[src/rtl/gpc_pkg.sv]
package gpc_pkg;

    localparam int SLOT_W  = 3;
    localparam int HOLD_W  = 9;

    typedef enum logic [1:0] {
        PH_IDLE  = 2'd0,
        PH_HOLD  = 2'd1,
        PH_CHOP  = 2'd2,
        PH_FULL  = 2'd3
    } phase_t;

    typedef struct packed {
        logic       tmr_en;
        logic [2:0] duty;
        logic [3:0] hcode;
    } settings_t;

    function automatic logic [HOLD_W-1:0] hold_len(input logic [3:0] code);
        logic [HOLD_W-1:0] v;
        case (code)
            4'd0:  v = 9'd0;
            4'd1:  v = 9'd3;
            4'd2:  v = 9'd5;
            4'd3:  v = 9'd10;
            4'd4:  v = 9'd15;
            4'd5:  v = 9'd20;
            4'd6:  v = 9'd30;
            4'd7:  v = 9'd50;
            4'd8:  v = 9'd80;
            4'd9:  v = 9'd110;
            4'd10: v = 9'd140;
            4'd11: v = 9'd170;
            4'd12: v = 9'd200;
            4'd13: v = 9'd230;
            4'd14: v = 9'd260;
            default: v = 9'd300;
        endcase
        return v;
    endfunction

endpackage

[src/rtl/gpc_slot_gen.sv]
module gpc_slot_gen
    import gpc_pkg::*;
#(
    parameter int PRESCALE = 4
) (
    input  logic              clk,
    input  logic              rst,
    output logic [SLOT_W-1:0] slot
);
    localparam int PW = (PRESCALE > 1) ? $clog2(PRESCALE) : 1;

    logic [PW-1:0] pre_q;
    logic          wrap;

    assign wrap = (pre_q == PW'(PRESCALE - 1));

    always_ff @(posedge clk) begin
        if (rst) begin
            pre_q <= '0;
            slot  <= '0;
        end else begin
            pre_q <= wrap ? '0 : pre_q + 1'b1;
            if (wrap) slot <= slot + 1'b1;
        end
    end
endmodule

[src/rtl/gpc_chan.sv]
module gpc_chan
    import gpc_pkg::*;
(
    input  logic              clk,
    input  logic              rst,
    input  logic              on,
    input  settings_t         cfg,
    input  logic              pwm_go,
    input  logic              ms_tick,
    input  logic [SLOT_W-1:0] slot,
    input  logic              block,
    output logic              gate,
    output phase_t            phase
);
    logic [HOLD_W-1:0] cnt_q;
    logic [HOLD_W-1:0] limit;
    logic              expire;
    logic              drive;

    assign limit  = hold_len(cfg.hcode);
    assign expire = ms_tick && ((cnt_q + 1'b1) >= limit);

    always_ff @(posedge clk) begin
        if (rst) begin
            phase <= PH_IDLE;
            cnt_q <= '0;
        end else if (!on) begin
            phase <= PH_IDLE;
            cnt_q <= '0;
        end else begin
            case (phase)
                PH_IDLE: begin
                    cnt_q <= '0;
                    if (cfg.hcode == 4'd0)
                        phase <= cfg.tmr_en ? PH_CHOP : PH_FULL;
                    else
                        phase <= PH_HOLD;
                end
                PH_HOLD: begin
                    if (pwm_go)
                        phase <= PH_CHOP;
                    else if (expire)
                        phase <= cfg.tmr_en ? PH_CHOP : PH_FULL;
                    else if (ms_tick)
                        cnt_q <= cnt_q + 1'b1;
                end
                default: ;
            endcase
        end
    end

    always_comb begin
        case (phase)
            PH_HOLD, PH_FULL: drive = 1'b1;
            PH_CHOP:          drive = ({1'b0, slot} < {1'b0, cfg.duty});
            default:          drive = 1'b0;
        endcase
    end

    assign gate = drive && !block;
endmodule

[src/rtl/gate_phase_ctrl.sv]
module gate_phase_ctrl
    import gpc_pkg::*;
#(
    parameter int NCH      = 8,
    parameter int PRESCALE = 4
) (
    input  logic           clk,
    input  logic           rst,
    input  logic [NCH-1:0] chan_on,
    input  logic [7:0]     ctrl,
    input  logic           pwm_go,
    input  logic           ms_tick,
    input  logic [NCH-1:0] force_off,
    input  logic           all_off,
    output logic [NCH-1:0] gate
);
    settings_t         cfg;
    logic [SLOT_W-1:0] slot;
    phase_t [NCH-1:0]  ph_vec;

    assign cfg = settings_t'(ctrl);

    gpc_slot_gen #(.PRESCALE(PRESCALE)) u_slot (
        .clk  (clk),
        .rst  (rst),
        .slot (slot)
    );

    for (genvar i = 0; i < NCH; i++) begin : g_ch
        gpc_chan u_ch (
            .clk     (clk),
            .rst     (rst),
            .on      (chan_on[i]),
            .cfg     (cfg),
            .pwm_go  (pwm_go),
            .ms_tick (ms_tick),
            .slot    (slot),
            .block   (force_off[i] || all_off),
            .gate    (gate[i]),
            .phase   (ph_vec[i])
        );
    end
endmodule

[config.mk]
export PLATFORM = sky130hd
export DESIGN_NAME = gate_phase_ctrl
export DESIGN_NICKNAME = d
export VERILOG_FILES = /design/src/rtl/gpc_pkg.sv /design/src/rtl/gpc_slot_gen.sv /design/src/rtl/gpc_chan.sv /design/src/rtl/gate_phase_ctrl.sv
export SDC_FILE = /design/constraint.sdc
export NUM_CORES = 1
export LEC_CHECK = 0
export BUFFER_PORTS_ARGS = -buffer_cell sky130_fd_sc_hd__buf_2
export CAP_MARGIN = 30
export CORE_ASPECT_RATIO = 1.25
export CORE_MARGIN = 4
export CORE_UTILIZATION = 60
export CTS_CLUSTER_DIAMETER = 150
export DETAILED_ROUTE_END_ITERATION = 10
export GPL_TIMING_DRIVEN = 1
export PLACE_DENSITY_LB_ADDON = 0.1
export SLEW_MARGIN = 20
export SYNTH_ARGS = -nofsm -noshare
export SYNTH_HDL_FRONTEND = slang
export SYNTH_HIERARCHICAL = 1
export SYNTH_SLANG_ARGS = --single-unit
[constraint.sdc]
create_clock -name clk -period 7.7 [get_ports clk]
set_input_delay 0.385 -clock clk [delete_from_list [all_inputs] [get_ports clk]]
set_output_delay 0.385 -clock clk [all_outputs]
set_load 0.01 [all_outputs]
# ---- After elaboration in Yosys (flattened, before gate mapping)
# Memory sizes are Yosys's and may differ from the RTL's.
# Cells that the tools add are included.
dict set report totals {
  romBits 1152
  regBits 93
  elab_cells 258
  mem_count 8
  input_bits 29
  out_inout_bits 8
}
dict set report op_classes {
  muxes 66
  n_bitwise 8
  magnitude_cmp 9
  eq_ne 57
  n_reduce_logical 82
  addsub 10
}
# name depth width rd rd_ports_with_merged_regs write_ports line
set memory_table {}
lappend memory_table {{(no name shown)} 16 9 1 0 0 gpc_pkg.sv:21} ;# case (code)
lappend memory_table {{(no name shown)} 16 9 1 0 0 gpc_pkg.sv:21}
lappend memory_table {{(no name shown)} 16 9 1 0 0 gpc_pkg.sv:21}
lappend memory_table {{(no name shown)} 16 9 1 0 0 gpc_pkg.sv:21}
lappend memory_table {{(no name shown)} 16 9 1 0 0 gpc_pkg.sv:21}
lappend memory_table {{(no name shown)} 16 9 1 0 0 gpc_pkg.sv:21}
lappend memory_table {{2 more memories} -- -- -- -- -- --}
# cell count
set ops {}
lappend ops {{2-to-1 mux 9 bit} 24}
lappend ops {{case mux 9 bit (2 select lines)} 8}
lappend ops {{adder 9 x 1 -> 9 bit (second input constant)} 8}
lappend ops {{>= comparator 9 bit} 8}
lappend ops {{inequality test 2 bit (second input constant)} 24}
lappend ops {{equality test 2 bit (second input constant)} 17}
lappend ops {{2-to-1 mux 2 bit} 17}
lappend ops {{OR reduction 2 bit} 17}
lappend ops {{case mux 2 bit (2 select lines)} 8}
lappend ops {{AND reduction 4 bit} 8}
lappend ops {{inequality test 3 x 2 -> 1 bit (second input constant)} 8}
lappend ops {{equality test 2 x 1 -> 1 bit (second input constant)} 8}
lappend ops {{logical AND 1 bit} 16}
lappend ops {{zero test 2 bit} 8}
lappend ops {{case mux 1 bit (2 select lines)} 8}
lappend ops {{AND reduction 2 bit} 8}
lappend ops {{nonzero test 2 bit} 8}
lappend ops {{zero test 1 bit} 8}
lappend ops {{logical OR 1 bit} 8}
lappend ops {{NOT 1 bit} 8}
lappend ops {{zero test 4 bit} 1}
lappend ops {{adder 3 x 1 -> 3 bit (second input constant)} 1}
lappend ops {{less-than comparator 3 bit} 1}
lappend ops {{adder 2 x 1 -> 2 bit (second input constant)} 1}
lappend ops {{2-to-1 mux 1 bit} 1}

# ---- Logic depth before layout (Yosys ltp)
# Gate-level depths: netlist of run 1.
dict set report logic_depth {
  word_depth 6
  ltp_mapped 12
}

# ---- By module
# Netlist of run 1, hierarchy kept.
# module cells_each area_each_um2 n_inst
set modules_own_cells {}
lappend modules_own_cells {{gpc_chan at g_ch[0].u_ch ...} 123 1056.0 5}
lappend modules_own_cells {{gpc_chan at g_ch[1].u_ch ...} 117 1032.2 2}
lappend modules_own_cells {{gpc_chan at g_ch[3].u_ch} 123 1053.5 1}
lappend modules_own_cells {gpc_slot_gen 17 197.7 1}
lappend modules_own_cells {gate_phase_ctrl 8 50.0 1}

# ---- Worst setup path before layout of run 1
# Ideal clock, no wire load.
dict set report synth_timing {
  kind {input to register}
  start {input ctrl[1]}
  end {register g_ch[1].u_ch.cnt_q[0]}
  setup_slack_ps 5156
  cell_stages 10
  setup_time_ps 121
  path_buffers 1
  arrival_ps 2423
  path_cell_list {inv_1 -> ha_1 -> mux4_2 -> ha_1 -> o21ai_0 -> a21oi_2 -> a21oi_2 -> and3_2 -> buf_4 -> mux2_4}
}
dict set report synth_via {
  elab_chain_len 5
}
# element line
set synth_rtl {}
lappend synth_rtl {{from (decl)} gate_phase_ctrl.sv:10} ;# input logic [7:0] ctrl,
lappend synth_rtl {{memory read (16 x 9 bit)} --}
lappend synth_rtl {{>= comparator 9 bit} gpc_chan.sv:21} ;# assign expire = ms_tick && ((cnt_q + 1'b1) >= limit);
lappend synth_rtl {{logical AND 1 bit} gpc_chan.sv:21}
lappend synth_rtl {{inequality test 2 bit (no source line)} --}
lappend synth_rtl {{AND reduction 4 bit (no source line)} --}
lappend synth_rtl {{to (signal assigned)} gpc_chan.sv:45} ;# cnt_q <= cnt_q + 1'b1;
lappend synth_rtl {{to (decl)} gpc_chan.sv:15} ;# logic [HOLD_W-1:0] cnt_q;
# No other way between the ends.
# A chain may end at the register's enable or synchronous reset.

# ---- Worst setup path in the final report of run 1
dict set report layout_timing {
  start {input ctrl[0]}
  end {register g_ch[1].u_ch.cnt_q[7]}
}
# Same word-level chain as after synthesis.

==> results.py, run 1 <==
metrics = {
    "status": {
        "status": "finished clean",
    },
    "grt": {
        "grt_max_degree": 73,
        "grt_overflow": 0,
        "grt_antenna_before_repair": 0,
        "grt_pass1_wl_mm": 30.55,
        "grt_pass1_vias": 6780,
        "grt_usage_pct": 22.40,
    },
    "sta": {
        "grt_setup_unrepaired": "no",
        "slew_violations": 0,
        "setup_violations": 0,
        "layout_setup_ws_ns": 4.491,
        "skew_ns": 0.009705,
        "layout_min_cycle_time_ns": 3.209,
        "timing.final.crit_share_pct": 41.67,
        "max-slew-margin-rel_pct": 47.44,
        "max_freq_ghz": 0.3117,
        "timing.final.hold_violations": 0,
        "timing.setup.tns_ns": 0,
        "worstMarginPinSlew_ns": 0.7884,
    },
    "pwr": {
        "cellLeakagePower_nw": 4.273,
        "peakVddDrop_mv": 0.1150,
        "swShare_pct": 29.74,
        "power_frac_comb_pct": 18.0,
        "p_seq_share_pct": 44.4,
        "cellInternalPower_mw": 0.7860,
        "netSwitchingPower_mw": 0.3328,
        "power_frac_clock_pct": 37.6,
        "power_density_nw_per_um2": 121.6,
    },
    "yosys": {
        "ys_ff_latch": 93,
        "yosys_warnings": 6,
        "synth.distinct_cells": 47,
        "netlist_top_cells_count": "ha_1 (166), nand2_1 (104), dfxtp_1 (93)",
        "yosysMostFrequentCell": "ha_1",
        "synthArstFlopShare_pct": 0,
        "synth_edf_count": 0,
        "synthesis.area_um2": 8646,
        "synth.avg_cell_area_um2": 8.672,
        "yosysTopAreaCell": "ha_1",
        "synth_nets": 1192,
        "synth_area_leaders": "ha_1 (24%), dfxtp_1 (22%), a22o_1 (6.5%)",
        "synth_cells": 997,
        "ys_seq_area_share_pct": 21.53,
        "synth_top_area_share_pct": 24.02,
        "ys.flop_type": "dfxtp_1",
    },
    "routing": {
        "dr.pass1.iters": 5,
        "drtIter0Drc": 432,
        "vias": 7042,
        "ant_nets": 0,
        "via_per_inst": 5.844,
        "drc": 0,
        "wl_mm": 17.63,
        "wl_per_cell_um": 14.63,
    },
    "min_path": {
        "hold_class": "primary input to flip-flop",
    },
    "die": {
        "core_um2": 13990,
        "die_h_um": 142.2,
        "io-pin-count": 37,
        "die_area_um2": 16410,
        "rows": 48,
        "die_w_um": 115.4,
        "start_util_pct": 61.78,
    },
    "finish": {
        "register_area_um2": 1862,
        "drive_gt1_share_pct": 10.69,
        "multi_input_area_um2": 6371,
        "area_growth_pct": 6.396,
        "n_fill_cell": 1220,
        "num-nets-final": 1219,
    },
    "worst_setup_path": {
        "critPathKind": "primary input to flip-flop",
        "cpLargestDelayFamily": "compound AO/OA/AOI/OAI gates",
        "crit_arrival_ns": 3.50,
        "critPathRequiredTime_ns": 7.99,
        "critPathBufInv": 3,
        "endpoint_kind": "flip-flop",
        "startpoint_type": "primary input",
        "crit_slowest_cell": "buf_4",
        "cp_cell_sequence": "buf_2 -> buf_4 -> inv_1 -> ha_1 -> mux4_2 -> ha_1 -> o21ai_0 -> a21oi_2 -> a21oi_2 -> a311oi_4 -> a22o_1",
        "worst-path-max-fanout": 72,
        "max_stage_delay_ns": 0.58,
    },
    "cts": {
        "htree_levels": 3,
        "cts_tree": "yes",
        "clock_latency_ns": 0.36,
        "clkTransAtPathRegs_ns": 0.06,
        "postCtsHoldBufs": 0,
        "clock_path_buffers": 2,
        "clock-root-buffer": "clkbuf_16",
        "cts_buffers": 9,
        "clock_sinks": 93,
        "post_cts_buffers": 0,
        "cts_resized": 0,
    },
    "placed_design": {
        "place.gp.congestion": 0.7935,
        "dp_slack_ns": 4.200,
        "hpwl_mm": 12.46,
        "io_buffers": 36,
    },
    "flow_run": {
        "maxCapViolations": 0,
    },
}
## logic make-up after synthesis
family                     count (synthesis)  synth area share, %
xor gates and xnor gates                  57                5.774
buffers and inverters                     95                4.776
muxes                                     34                5.557
and+or+nand+nor                          299                17.45
AOI/OAI and AO/OA                        253                20.88
DFF                                       93                21.53
adders and majority gates                166                24.02
## per-stage QoR
stage	cells	total power, mW	utilization [%]	area [um^2]	hold WS (ns)
after floorplan	997	0.6462	-	8646	0.4003
after global placement	1188	0.7043	63.80	8927	0.4171
after detailed placement	1188	0.7088	63.80	8927	0.4271
after CTS	1204	1.125	65.72	9196	0.3460
after global routing	1204	1.176	65.72	9196	0.3607
final	1205	1.119	65.74	9199	0.3394
## cells in the final DEF, fill, tap and decap left out, types with 9 or more instances in the layout
cell	instances
a21oi_1	44
a21oi_2	11
a22o_1	64
a31oi_1	24
and3_1	16
buf_2	35
clkbuf_16	9
dfxtp_1	93
ha_1	166
inv_1	70
mux2i_1	18
nand2_1	104
nand2b_1	10
nand3_1	42
nor2_1	60
nor2b_1	14
o21ai_0	54
o21ai_1	10
xnor2_1	33
xor2_1	24
## path summary, 6_finish.rpt
check,startpoint,endpoint,slack (ns),depth (start not counted)
max reg2reg,g_ch[0].u_ch/cnt_q[0],g_ch[0].u_ch/cnt_q[0],4.85,10
min reg2reg,u_slot/pre_q[0],u_slot/pre_q[0],0.44,1
min,chan_on[2],g_ch[2].u_ch/phase[0],0.34,3
max,ctrl[0],g_ch[1].u_ch/cnt_q[7],4.49,11
## per-layer routing
metal  share of wire [%]  track usage, %
met5                   0               0
met4                 1.9           8.096
met3                 3.0           2.510
met2                  49           38.90
met1                  46           28.50
## worst min-delay path: stages
cell and delay (ns):
buf_2 0.12, nand2b_4 0.09, a211oi_1 0.05
## layout make-up
cell class	count	area share (%)
Timing Repair Buffer	39	2.231
Clock buffer	11	2.530
Inverter	72	2.938
Clock inverter	5	0.3945
Sequential cell	93	20.24
Multi-Input combinational cell	809	69.26
Antenna cell	1	0.02720
Tap cell	175	2.380
## state kept, by name, indices dropped and copies added (netlist names)
signal           count
u_slot/pre_q         2
u_slot/slot          3
g_ch.u_ch/cnt_q     72
g_ch.u_ch/phase     16
## power groups by stage
stage,logic [mW],registers [mW],clock network [mW]
floorplan,0.144,0.502,0
global placement,0.197,0.507,0
detailed placement,0.202,0.507,0
CTS,0.203,0.496,0.426
global route,0.233,0.497,0.445
finish,0.202,0.496,0.421
(Power assumes the default switching activity.)
==> run 2, diff against run 1 <==
- clock period: 7.7 -> 3.25 ns (I/O delays scaled with it)
==> run 2 against run 1 <==
  * Worst hold slack worse by 0.23 ns
  * Design area up 1.2%
  * Power up 150%
  * Largest power group unchanged
  * Sequential power up 140%
  * Register-to-register slack worse by 4.4 ns
==> results.py, run 2 (synthesis gave the netlist of run 1 again) <==
metrics = {
    "status": {
        "status": "finished clean",
    },
    "cts": {
        "cts_buffers": 9,
        "clock_latency_ns": 0.35,
        "postCtsHoldBufs": 0,
        "clock_sinks": 93,
        "post_cts_buffers": 0,
        "cts_resized": 0,
        "clock_path_buffers": 2,
        "clkTransAtPathRegs_ns": 0.07,
        "htree_levels": 3,
        "clock-root-buffer": "clkbuf_16",
        "cts_tree": "yes",
    },
    "worst_setup_path": {
        "critPathBufInv": 0,
        "startpoint": "g_ch[5].u_ch/cnt_q[0]",
        "reg2reg_depth": 10,
        "rrSetupSlack_ns": 0.41,
        "crit_slowest_cell": "dfxtp_1",
        "timing.rr.end": "g_ch[5].u_ch/cnt_q[0]",
        "timing.rr.start": "g_ch[5].u_ch/cnt_q[0]",
        "startpoint_type": "flip-flop",
        "cpLargestDelayFamily": "compound AO/OA/AOI/OAI gates",
        "crit_cells": 10,
        "crit_arrival_ns": 3.08,
        "cp_cell_sequence": "ha_1 -> nand3_1 -> nor2_1 -> nand3_1 -> xnor2_1 -> ha_1 -> a21oi_1 -> o21ai_0 -> o31a_1 -> mux2_4",
        "worst-path-max-fanout": 9,
        "max_stage_delay_ns": 0.43,
        "critPathRequiredTime_ns": 3.49,
        "critPathKind": "flip-flop to flip-flop",
        "endpoint_kind": "flip-flop",
    },
    "finish": {
        "num-nets-final": 1229,
        "area_growth_pct": 7.713,
        "regMostFlops": "g_ch.u_ch/cnt_q",
        "mostFrequentLayoutCell": "ha_1",
        "final_cell_mix": "ha_1 (166), nand2_1 (104), dfxtp_1 (93)",
        "diodes": 0,
        "drive_gt1_share_pct": 11.74,
        "reg.largest.list": "g_ch.u_ch/cnt_q (72), g_ch.u_ch/phase (16), u_slot/slot (3)",
        "largest_reg_flops": 72,
    },
    "die": {
        "die_w_um": 115.4,
        "io-pin-count": 37,
        "core_um2": 13990,
        "die_area_um2": 16410,
        "die_h_um": 142.2,
        "rows": 48,
        "start_util_pct": 61.78,
    },
    "sta": {
        "grt_setup_unrepaired": "no",
        "skew_ns": 0.004615,
        "max-slew-margin-rel_pct": 56.53,
        "hold_ws_ns": 0.1069,
        "slew_violations": 0,
        "timing.setup.tns_ns": 0,
        "timing.final.hold_violations": 0,
        "layout_min_cycle_time_ns": 2.839,
        "timing.final.crit_share_pct": 87.35,
        "layout_setup_ws_ns": 0.4112,
        "max_freq_ghz": 0.3523,
        "worstMarginPinSlew_ns": 0.6521,
        "setup_violations": 0,
    },
    "placed_design": {
        "hpwl_mm": 13.49,
        "place.gp.congestion": 0.8379,
        "dp_slack_ns": 0.2567,
        "io_buffers": 36,
    },
    "grt": {
        "grt_antenna_before_repair": 0,
        "grt_usage_pct": 22.98,
        "grt_pass1_vias": 6709,
        "grt_overflow": 0,
        "grt_pass1_wl_mm": 31.17,
        "grt_max_degree": 58,
    },
    "routing": {
        "via_per_inst": 5.786,
        "drtIter0Drc": 378,
        "ant_nets": 0,
        "wl_per_cell_um": 14.93,
        "dr.pass1.iters": 4,
        "wl_mm": 18.13,
        "drc": 0,
        "vias": 7024,
    },
    "pwr": {
        "power_density_nw_per_um2": 295.6,
        "peakVddDrop_mv": 0.3643,
        "cellLeakagePower_nw": 4.346,
    },
    "min_path": {
        "holdPathEnd": "g_ch[1].u_ch/phase[0]",
        "worst_hold_path.num_cells": 3,
        "min_from": "chan_on[1]",
        "hold_class": "primary input to flip-flop",
    },
    "flow_run": {
        "maxCapViolations": 0,
    },
}
run 2: final cells by class:
cell class	instances	area, um^2
clock buffers	9	225.2
clock inverters	7	72.57
fillers	1222	4681
inverters	72	270.3
multi-input cells	809	6371
flip-flops and latches	93	1862
well taps	175	219.0
repair buffers	49	292.8
run 2: metal layers:
layer,share of wire [%],global-route usage [%],up-vias
li1,-,-,3678
met1,49,30.59,3247
met2,47,38.26,84
met3,3.2,3.190,15
met4,1.5,7.540,0
met5,0,0,-
run 2: worst reg2reg max path: cells and delay by family, from the launching register on:
family / cells / cell delay, ns
AOI/OAI and AO/OA: 3 / 0.80
xor gates and xnor gates: 1 / 0.25
and+or+nand+nor: 3 / 0.43
muxes: 1 / 0.29
adders and majority gates: 2 / 0.53
DFF: 1 / 0.43
run 2: worst max-delay path by stage:
stage,to
final,g_ch[5].u_ch/cnt_q[0]
after global routing,g_ch[6].u_ch/cnt_q[0]
after CTS,g_ch[5].u_ch/cnt_q[0]
after detailed placement,g_ch[3].u_ch/cnt_q[0]
after global placement,g_ch[7].u_ch/cnt_q[0]
after floorplan,g_ch[0].u_ch/cnt_q[0]
run 2: power breakdown:
part | switching, mW | internal [mW] | leakage [nW]
clock network | 0.483 | 0.599 | 0.142
logic | 0.297 | 0.198 | 3.45
registers | 0.0224 | 1.15 | 0.752
run 2: stage by stage:
step | cells | util (%) | total power [mW] | area, um^2
after floorplan | 997 | - | 1.531 | 8646
after global placement | 1198 | 64.42 | 1.685 | 9015
after detailed placement | 1198 | 64.42 | 1.696 | 9015
after CTS | 1214 | 66.55 | 2.790 | 9313
after global routing | 1214 | 66.55 | 2.909 | 9313
final | 1214 | 66.55 | 2.753 | 9313
==> run 3, diff against run 2 <==
- CELL_PAD_IN_SITES_DETAIL_PLACEMENT: not set -> 1
- CELL_PAD_IN_SITES_GLOBAL_PLACEMENT: not set -> 1
- CORE_UTILIZATION: 60 -> 49
==> run 3 against run 2 <==
  * Setup slack got worse by 0.062 ns
  * Routed wire length increased by 17%
  * Via count increased by 4.3%
  * Design area grew 1.2%
  * Core utilization decreased by 12 points
  * First-iteration DRC count down 25%
  * Largest power group unchanged
==> results.py, run 3 (synthesis gave the netlist of run 1 again) <==
metrics = {
    "cts": {
        "clock_sinks": 93,
        "postCtsHoldBufs": 0,
        "clock_path_buffers": 2,
        "cts_tree": "yes",
        "cts_resized": 0,
        "clock_latency_ns": 0.35,
        "cts_buffers": 9,
        "htree_levels": 3,
        "clock-root-buffer": "clkbuf_16",
        "post_cts_buffers": 0,
        "clkTransAtPathRegs_ns": 0.07,
    },
    "finish": {
        "num-nets-final": 1232,
        "n_fill_cell": 2073,
        "final_cell_mix": "ha_1 (166), nand2_1 (104), dfxtp_1 (93)",
        "drive_gt1_share_pct": 12.00,
        "regMostFlops": "g_ch.u_ch/cnt_q",
        "fin_area_um2": 9425,
        "fin_cells": 1268,
        "mostFrequentLayoutCell": "ha_1",
        "final_util_pct": 54.28,
        "area_growth_pct": 9.016,
        "reg.largest.list": "g_ch.u_ch/cnt_q (72), g_ch.u_ch/phase (16), u_slot/slot (3)",
        "largest_reg_flops": 72,
    },
    "sta": {
        "hold_ws_ns": 0.1191,
        "timing.final.hold_violations": 0,
        "worstMarginPinSlew_ns": 0.6504,
        "slew_violations": 0,
        "max_freq_ghz": 0.3447,
        "skew_ns": 0.007269,
        "timing.setup.tns_ns": 0,
        "setup_violations": 0,
        "layout_setup_ws_ns": 0.3493,
        "max-slew-margin-rel_pct": 56.64,
        "layout_min_cycle_time_ns": 2.901,
        "timing.final.crit_share_pct": 89.25,
    },
    "worst_setup_path": {
        "crit_arrival_ns": 3.19,
        "startpoint_type": "flip-flop",
        "rrSetupSlack_ns": 0.35,
        "endpoint_kind": "flip-flop",
        "cp_cell_sequence": "ha_1 -> nand3_1 -> nor2_1 -> nand3_1 -> xnor2_1 -> ha_1 -> a21oi_1 -> o21ai_0 -> nor3_2 -> mux2_4",
        "timing.rr.start": "g_ch[5].u_ch/cnt_q[0]",
        "critPathBufInv": 0,
        "critPathKind": "flip-flop to flip-flop",
        "cpLargestDelayFamily": "simple AND/OR/NAND/NOR gates",
        "worst-path-max-fanout": 9,
        "reg2reg_depth": 10,
        "timing.rr.end": "g_ch[5].u_ch/cnt_q[0]",
        "critPathRequiredTime_ns": 3.54,
        "max_stage_delay_ns": 0.52,
        "crit_slowest_cell": "nor3_2",
    },
    "routing": {
        "drtIter0Drc": 282,
        "wl_per_cell_um": 16.76,
        "ant_nets": 0,
        "wl_mm": 21.25,
        "via_per_inst": 5.775,
        "drc": 0,
        "dr.pass1.iters": 4,
        "vias": 7323,
    },
    "grt": {
        "met1_usage_pct": 27.76,
        "grt_use_met3_pct": 3.243,
        "top_usage_layer": "met2",
        "grt_max_degree": 40,
        "grt_pass1_wl_mm": 36.05,
        "use_met2_pct": 38.67,
        "grt_antenna_before_repair": 2,
        "grt_pass1_vias": 7396,
        "grt_overflow": 0,
        "grt_usage_pct": 21.82,
    },
    "die": {
        "start_util_pct": 49.79,
        "die_area_um2": 19850,
        "die_h_um": 156.5,
        "core_um2": 17360,
        "die_w_um": 126.8,
        "io-pin-count": 37,
        "rows": 54,
    },
    "placed_design": {
        "postPlaceCellArea_um2": 9124,
        "dp_slack_ns": 0.3179,
        "place.gp.congestion": 0.7974,
        "io_buffers": 36,
        "dp.cells": 1250,
        "hpwl_mm": 16.18,
    },
    "pwr": {
        "peakVddDrop_mv": 0.2492,
        "cellLeakagePower_nw": 4.372,
        "power_density_nw_per_um2": 293.4,
        "p_total_mw": 2.766,
    },
    "min_path": {
        "min_from": "chan_on[1]",
        "hold_class": "primary input to flip-flop",
        "worst_hold_path.num_cells": 3,
        "holdPathEnd": "g_ch[1].u_ch/phase[0]",
    },
    "flow_run": {
        "maxCapViolations": 0,
    },
    "status": {
        "status": "finished clean",
    },
}
run 3: changes by cell type in the layout (fill, tap and decap cells not counted):
| cell | previous run | this run |
|---|---|---|
| inv_6 | 2 | 1 |
| clkinvlp_4 | 2 | 1 |
| clkbuf_8 | 0 | 3 |
| buf_4 | 13 | 14 |
| bufinv_16 | 1 | 0 |
| clkinv_2 | 2 | 1 |
| diode_2 | 0 | 2 |
| clkinv_4 | 0 | 1 |
| buf_12 | 1 | 3 |
run 3: area by class of cell:
class / count / area (um^2) / area share (%)
antenna: 2 / 5.005 / 0.05310
clock buffer: 12 / 266.5 / 2.828
clock inverter: 4 / 30.03 / 0.3186
inverter: 72 / 270.3 / 2.867
multi-input combinational: 809 / 6371 / 67.60
sequential: 93 / 1862 / 19.75
tap: 224 / 280.3 / 2.974
timing repair buffer: 52 / 340.3 / 3.611
run 3: report_power, final:
| part | internal [mW] | total, mW | leakage (nW) | switching [mW] |
|---|---|---|---|---|
| combinational | 0.206 | 0.517 | 3.48 | 0.311 |
| sequential | 1.15 | 1.18 | 0.752 | 0.0236 |
| clock | 0.586 | 1.07 | 0.145 | 0.486 |
| total | 1.94 | 2.77 | 4.37 | 0.821 |
run 3: worst min-delay path, cell delays in order:
cell and delay (ns):
buf_2 0.12, nand2b_4 0.09, a211oi_1 0.05
run 3: how the worst max path moves through the flow:
| stage | slack, ns | endpoint | cells after the start | startpoint |
|---|---|---|---|---|
| 6_report | 0.35 | g_ch[5].u_ch/cnt_q[0] | 10 | g_ch[5].u_ch/cnt_q[0] |
| 5_1_grt | -0.02 | g_ch[5].u_ch/cnt_q[0] | 10 | g_ch[5].u_ch/cnt_q[0] |
| 4_1_cts | 0.34 | g_ch[4].u_ch/cnt_q[0] | 10 | g_ch[4].u_ch/cnt_q[0] |
| 3_5_place_dp | 0.32 | g_ch[0].u_ch/cnt_q[0] | 11 | ctrl[1] |
| 3_3_place_gp | 0.35 | g_ch[7].u_ch/cnt_q[0] | 11 | ctrl[1] |
| 2_1_floorplan | 0.75 | g_ch[0].u_ch/cnt_q[0] | 12 | g_ch[0].u_ch/cnt_q[0] |
run 3: layer usage:
| metal | routed length [um] | up-vias | part of all wire [%] |
|---|---|---|---|
| met5 | 13 | - | 0.061 |
| met2 | 10570 | 67 | 50 |
| met3 | 507 | 15 | 2.4 |
| met1 | 9914 | 3549 | 47 |
| met4 | 244 | 2 | 1.1 |
| li1 | - | 3690 | - |
